--- config.mk ---
export PLATFORM = sky130hd
export DESIGN_NAME = pia_dual_port
export DESIGN_NICKNAME = d
export VERILOG_FILES = /design/src/rtl/pia_pkg.sv /design/src/rtl/pia_decode.sv /design/src/rtl/pia_port.sv /design/src/rtl/pia_dual_port.sv
export SDC_FILE = /design/constraint.sdc
export NUM_CORES = 1
export LEC_CHECK = 0
export BUFFER_PORTS_ARGS = -buffer_cell sky130_fd_sc_hd__buf_2
export CORE_UTILIZATION = 45
export CTS_BUF_LIST = sky130_fd_sc_hd__clkbuf_4
export CTS_CLUSTER_SIZE = 28
export DETAILED_ROUTE_END_ITERATION = 10
export MAX_ROUTING_LAYER = met4
export PLACE_DENSITY = 0.76
export SETUP_SLACK_MARGIN = 0.15
export SLEW_MARGIN = 40
export SYNTH_ARGS = -nofsm -noshare
export SYNTH_HDL_FRONTEND = slang
export SYNTH_SLANG_ARGS = --single-unit
export TNS_END_PERCENT = 100
--- constraint.sdc ---
create_clock -name clk -period 1.5 [get_ports clk]
set_input_delay 0.075 -clock clk [delete_from_list [all_inputs] [get_ports clk]]
set_output_delay 0.075 -clock clk [all_outputs]
set_load 0.1 [all_outputs]
--- src/rtl/pia_pkg.sv ---
package pia_pkg;
  // Bus strobes produced by the decoder for one port
  typedef struct packed {
    logic wrDir;
    logic wrData;
    logic wrCtrl;
    logic rdData;
  } portStrobe_t;

  localparam int CTRL_W       = 8;
  localparam int CFG_W        = 6;
  localparam int FLAG1_BIT    = 7;
  localparam int FLAG2_BIT    = 6;
  localparam int C2_OUT_BIT   = 5;
  localparam int C2_MODE_BIT  = 4;
  localparam int C2_SUB_BIT   = 3;
  localparam int SEL_DATA_BIT = 2;
  localparam int C1_EDGE_BIT  = 1;
  localparam int C1_IRQ_BIT   = 0;
endpackage

--- src/rtl/pia_decode.sv ---
module pia_decode
  import pia_pkg::*;
#(
  parameter int NUM_PORTS = 2,
  localparam int AW = $clog2(2 * NUM_PORTS)
) (
  input  logic                 sel,
  input  logic                 wrEn,
  input  logic                 rdEn,
  input  logic [AW-1:0]        addr,
  input  logic [NUM_PORTS-1:0] selData,
  output portStrobe_t [NUM_PORTS-1:0] strobes
);
  for (genvar p = 0; p < NUM_PORTS; p++) begin : g_port
    logic hit;
    logic isCtrl;
    assign hit    = sel && (addr[AW-1:1] == (AW-1)'(p));
    assign isCtrl = addr[0];
    assign strobes[p].wrDir  = hit && !isCtrl && wrEn && !selData[p];
    assign strobes[p].wrData = hit && !isCtrl && wrEn &&  selData[p];
    assign strobes[p].rdData = hit && !isCtrl && rdEn &&  selData[p];
    assign strobes[p].wrCtrl = hit &&  isCtrl && wrEn;
  end
endmodule

--- src/rtl/pia_port.sv ---
module pia_port
  import pia_pkg::*;
#(
  parameter int W           = 8,
  parameter bit HS_ON_WRITE = 1'b0
) (
  input  logic        clk,
  input  logic        rstN,
  input  portStrobe_t stb,
  input  logic [W-1:0] wrData,
  input  logic [W-1:0] pinIn,
  input  logic        c1,
  input  logic        c2In,
  output logic [W-1:0] pinOut,
  output logic [W-1:0] pinDir,
  output logic        c2Out,
  output logic        c2OutEn,
  output logic        irqN,
  output logic        selData,
  output logic [W-1:0] dataView,
  output logic [W-1:0] dirView,
  output logic [W-1:0] ctrlView
);
  logic [W-1:0]     dirQ, latQ;
  logic [CFG_W-1:0] cfgQ;
  logic flag1Q, flag2Q, c1Prev, c2Prev, hsQ, pulseQ;
  logic edge1, edge2, trig;

  assign edge1 = cfgQ[C1_EDGE_BIT] ? (c1 && !c1Prev) : (!c1 && c1Prev);
  assign edge2 = !cfgQ[C2_OUT_BIT] &&
                 (cfgQ[C2_MODE_BIT] ? (c2In && !c2Prev) : (!c2In && c2Prev));

  // The access that completes the handshake differs between the two ports
  if (HS_ON_WRITE) begin : g_hs_wr
    assign trig = stb.wrData;
  end else begin : g_hs_rd
    assign trig = stb.rdData;
  end

  always_ff @(posedge clk or negedge rstN) begin
    if (!rstN) begin
      dirQ   <= '0;
      latQ   <= '0;
      cfgQ   <= '0;
      flag1Q <= 1'b0;
      flag2Q <= 1'b0;
      c1Prev <= 1'b0;
      c2Prev <= 1'b0;
      hsQ    <= 1'b0;
      pulseQ <= 1'b0;
    end else begin
      c1Prev <= c1;
      c2Prev <= c2In;
      if (edge1)           flag1Q <= 1'b1;
      else if (stb.rdData) flag1Q <= 1'b0;
      if (edge2)           flag2Q <= 1'b1;
      else if (stb.rdData) flag2Q <= 1'b0;
      if (edge1)           hsQ <= 1'b1;
      else if (trig)       hsQ <= 1'b0;
      pulseQ <= trig && (cfgQ[C2_OUT_BIT:C2_SUB_BIT] == 3'b101);
      if (stb.wrDir)  dirQ <= wrData;
      if (stb.wrData) latQ <= wrData;
      if (stb.wrCtrl) cfgQ <= wrData[CFG_W-1:0];
    end
  end

  assign pinOut   = latQ;
  assign pinDir   = dirQ;
  assign selData  = cfgQ[SEL_DATA_BIT];
  assign c2OutEn  = cfgQ[C2_OUT_BIT];
  assign c2Out    = cfgQ[C2_MODE_BIT] ? cfgQ[C2_SUB_BIT]
                  : (cfgQ[C2_SUB_BIT] ? !pulseQ : hsQ);
  assign irqN     = !((flag1Q && cfgQ[C1_IRQ_BIT]) ||
                      (flag2Q && cfgQ[C2_SUB_BIT] && !cfgQ[C2_OUT_BIT]));
  assign dataView = (pinIn & ~dirQ) | (latQ & dirQ);
  assign dirView  = dirQ;
  assign ctrlView = W'({flag1Q, flag2Q, cfgQ});
endmodule

--- src/rtl/pia_dual_port.sv ---
module pia_dual_port
  import pia_pkg::*;
#(
  parameter int W = 8
) (
  input  logic         clk,
  input  logic         rstN,
  input  logic         sel,
  input  logic         wrEn,
  input  logic         rdEn,
  input  logic [1:0]   addr,
  input  logic [W-1:0] wrData,
  output logic [W-1:0] rdData,
  input  logic [W-1:0] paIn,
  output logic [W-1:0] paOut,
  output logic [W-1:0] paDir,
  input  logic         ca1,
  input  logic         ca2In,
  output logic         ca2Out,
  output logic         ca2OutEn,
  output logic         irqAN,
  input  logic [W-1:0] pbIn,
  output logic [W-1:0] pbOut,
  output logic [W-1:0] pbDir,
  input  logic         cb1,
  input  logic         cb2In,
  output logic         cb2Out,
  output logic         cb2OutEn,
  output logic         irqBN
);
  localparam int NUM_PORTS = 2;

  portStrobe_t [NUM_PORTS-1:0] stb;
  logic [NUM_PORTS-1:0] selData, c1Arr, c2InArr, c2OutArr, c2EnArr, irqArr;
  logic [W-1:0] pinInArr [NUM_PORTS];
  logic [W-1:0] pinOutArr[NUM_PORTS];
  logic [W-1:0] pinDirArr[NUM_PORTS];
  logic [W-1:0] dataView [NUM_PORTS];
  logic [W-1:0] dirView  [NUM_PORTS];
  logic [W-1:0] ctrlView [NUM_PORTS];

  assign pinInArr[0] = paIn;
  assign pinInArr[1] = pbIn;
  assign c1Arr       = {cb1, ca1};
  assign c2InArr     = {cb2In, ca2In};

  pia_decode #(.NUM_PORTS(NUM_PORTS)) u_dec (
    .sel(sel), .wrEn(wrEn), .rdEn(rdEn), .addr(addr),
    .selData(selData), .strobes(stb)
  );

  for (genvar p = 0; p < NUM_PORTS; p++) begin : g_port
    pia_port #(.W(W), .HS_ON_WRITE(p == 1)) u_port (
      .clk(clk), .rstN(rstN), .stb(stb[p]), .wrData(wrData),
      .pinIn(pinInArr[p]), .c1(c1Arr[p]), .c2In(c2InArr[p]),
      .pinOut(pinOutArr[p]), .pinDir(pinDirArr[p]),
      .c2Out(c2OutArr[p]), .c2OutEn(c2EnArr[p]), .irqN(irqArr[p]),
      .selData(selData[p]), .dataView(dataView[p]),
      .dirView(dirView[p]), .ctrlView(ctrlView[p])
    );
  end

  always_comb begin
    if (addr[0])               rdData = ctrlView[addr[1]];
    else if (selData[addr[1]]) rdData = dataView[addr[1]];
    else                       rdData = dirView[addr[1]];
  end

  assign paOut    = pinOutArr[0];
  assign pbOut    = pinOutArr[1];
  assign paDir    = pinDirArr[0];
  assign pbDir    = pinDirArr[1];
  assign ca2Out   = c2OutArr[0];
  assign cb2Out   = c2OutArr[1];
  assign ca2OutEn = c2EnArr[0];
  assign cb2OutEn = c2EnArr[1];
  assign irqAN    = irqArr[0];
  assign irqBN    = irqArr[1];
endmodule

==> impl_metrics.yaml <==
power:
  power_density_nw_per_um2: 1970
  cellLeakagePower_nw: 1.89
  peakVddDrop_mv: 1.52
  report.power.total_mw: 8.82
die:
  die_y_um: 80.4
  rows: 28
  core_um2: 5920
  ios: 81
  initial_core_util_pct: 46.7
  die-width_um: 80.4
  dieArea_um2: 6460
timing:
  max_freq_ghz: 0.550
  fin_ws_ns: -0.317
  final_max_slew_viol_count: 0
  slew_headroom_pct: 68.0
  tightest_slew_ns: 0.483
  fin_skew_ns: 0.0125
  setup_viol_count_final: 9
  period_share_pct: 121
  grt_setup_unrepaired: "true"
  finalHoldViolCount: 0
  period_needed_ns: 1.82
setup_path:
  critical_path_class: "flip-flop to output port"
  arrival_ns: 1.74
  r2r_slack_ns: 0.05
  crit_start: "g_port[0].u_port.cfgQ[2]"
  startpoint_type: "flip-flop"
  crit_path_end: "rdData[7]"
  crit_path_end_kind: "output port"
  required_ns: 1.42
  r2r_start: "g_port[1].u_port.cfgQ[2]"
  cp_max_fo: 6
  rr_worst_depth: 4
  reg2reg_to: "g_port[1].u_port.dirView[6]"
detailed_routing:
  routed-via-count: 2299
  drc: 0
  dr.pass1.iters: 4
  wl_per_cell_um: 18.0
  antenna_left: 0
  drt-total-wl_um: 7550
  viasPerCell: 5.47
  drt_iter0_markers: 108
worst_hold_path:
  min_from: "rdEn"
  hp-class: "input pin to flip-flop"
  min_path_cells: 3
yosys:
  async_flop_share_pct: 100
  yosysTopAreaCell: "dfrtp_1"
  synthFlopType: "dfrtp_1"
  synth-seq-area-share_pct: 49.8
  synth_area_leaders: "dfrtp_1, mux2_2, mux2i_1"
  syn-num-nets: 250
  avgSynthCellArea_um2: 12.9
  synthesis.area_um2: 2770
  synth_edf_count: 0
  ys_ff_latch: 55
  yosysTopAreaCellShare_pct: 49.8
  synth_cells: 215
  synth_most_common_cell: "mux2_2"
  ys_warn_count: 0
  synth_cell_types: 34
  synth_common_cells: "mux2_2, dfrtp_1, mux2i_1"
place:
  gp_congestion: 0.774
  dp.cells: 389
  hpwl_um: 5230
  post-place-ws_ns: 0.0230
  io_buffers: 80
status:
  outcome: "complete, but fails checks"
  violations: "setup timing"
run:
  cap_violations: 0
clock_network:
  cts.path.max_buffers: 2
  tritoncts_num_sinks: 55
  cts.reportedPaths.clkPinSlew_ns: 0.16
  cts-buffers-inserted: 5
  clk_latency_ns: 0.38
  cts_tree: "yes"
  htreeDepth: 2
  cts_root_buf: "clkbuf_4"
global_routing:
  antenna_found_initial: 0
  gr-total-overflow: 0
  grt_pass1_wl_um: 11800
  grt_max_degree: 56
  grt_pass1_vias: 2317
  track_usage_pct: 25.2
layout:
  n_antenna_cell: 0
  areaGrowthSynthToFinish_pct: 62.1
  nNetsFinal: 379
  drive_gt1_share_pct: 73.3
  stdcell_count: 420
[cell type report]
type                       instances  area [um2]
multi-input combinational        149        1640
sequential                        55        1500
fill                             374        1440
timing repair buffer             129        1170
tap                               75        93.8
clock buffer                       5        37.5
clock inverter                     3        20.0
inverter                           4        20.0
[report_power, final]
part / switching, mW / leakage, nW / internal [mW]
Sequential: 0.413 / 0.616 / 2.06
Clock: 0.469 / 0.0272 / 0.180
Combinational: 3.89 / 1.25 / 1.81
[sequential cells by signal, summed over array words and instances (netlist names)]
signal,count
g_port.u_port.flag2Q,2
g_port.u_port.pulseQ,2
g_port.u_port.c2Prev,2
g_port.u_port.flag1Q,2
g_port.u_port.dirView,16
g_port.u_port.hsQ,1
g_port.u_port.cfgQ,12
g_port.u_port.pinOut,16
g_port.u_port.c1Prev,2
[stage by stage]
stage	utilization, %	instance area (um2)	hold slack [ns]	setup TNS (ns)
after floorplan	-	3120	-0.221	-1.91
after global routing	75.7	4480	0.000707	-3.24
after CTS	74.2	4390	0.0167	-2.64
final	75.7	4480	0.0278	-2.47
after global placement	67.5	4000	0.0950	0
after detailed placement	67.5	4000	0.0964	0
[layer usage]
metal	track usage [%]	part of all wire (%)	vias up
met5	-	0	-
met4	7.32	1.5	0
met3	3.52	3.9	11
met2	44.5	53	80
met1	29.9	41	1144
li1	-	-	1064
[worst max-delay path: stages (launching register included)]
cell	delay (ns)
dfrtp_1	0.42
mux2i_2	0.19
buf_4	0.18
buf_12	0.14
nand2_2	0.07
o221ai_4	0.16
buf_12	0.20
[how the worst min path moves through the flow]
stage,endpoint,slack [ns]
finish,g_port[0].u_port.pulseQ,0.03
global route,g_port[0].u_port.pulseQ,0.0007
CTS,g_port[0].u_port.pulseQ,0.02
detailed placement,g_port[0].u_port.pinOut[4],0.1
global placement,g_port[0].u_port.pinOut[4],0.09
floorplan,g_port[0].u_port.c1Prev,-0.22
[cell usage in the layout, fill, tap and decap left out, drive strengths merged, types with 2 or more instances in the layout]
master / n
mux2: 58
dfrtp: 55
nand3b: 2
nand4: 3
clkinvlp: 2
o22ai: 3
a32oi: 2
nor3b: 3
nand2b: 11
dlygate4sd3: 13
buf: 95
nor2: 4
inv: 4
a21oi: 4
a22o: 2
nor2b: 6
clkbuf: 26
nand2: 11
o21ai: 2
o211ai: 7
o221ai: 7
mux2i: 15
[cells by family after synthesis]
| kind of cell | Yosys count | share of synthesized area (%) |
|---|---|---|
| muxes | 73 | 29.0 |
| DFF | 55 | 49.8 |
| and+or+nand+nor | 45 | 11.0 |
| AOI/OAI and AO/OA | 31 | 8.37 |
| buffers and inverters | 11 | 1.81 |
[repair_timing]
action | 4_1_cts | 5_1_grt
gates resized for setup | 47 | 28
setup buffers | 8 | 2
hold buffers | 13 | 0
endpoints found under the hold margin | 100 | 0
pin swaps | 16 | 0
gates cloned | 0 | 0
setup endpoints to repair | 49 | 62
(Power assumes the default switching activity.)
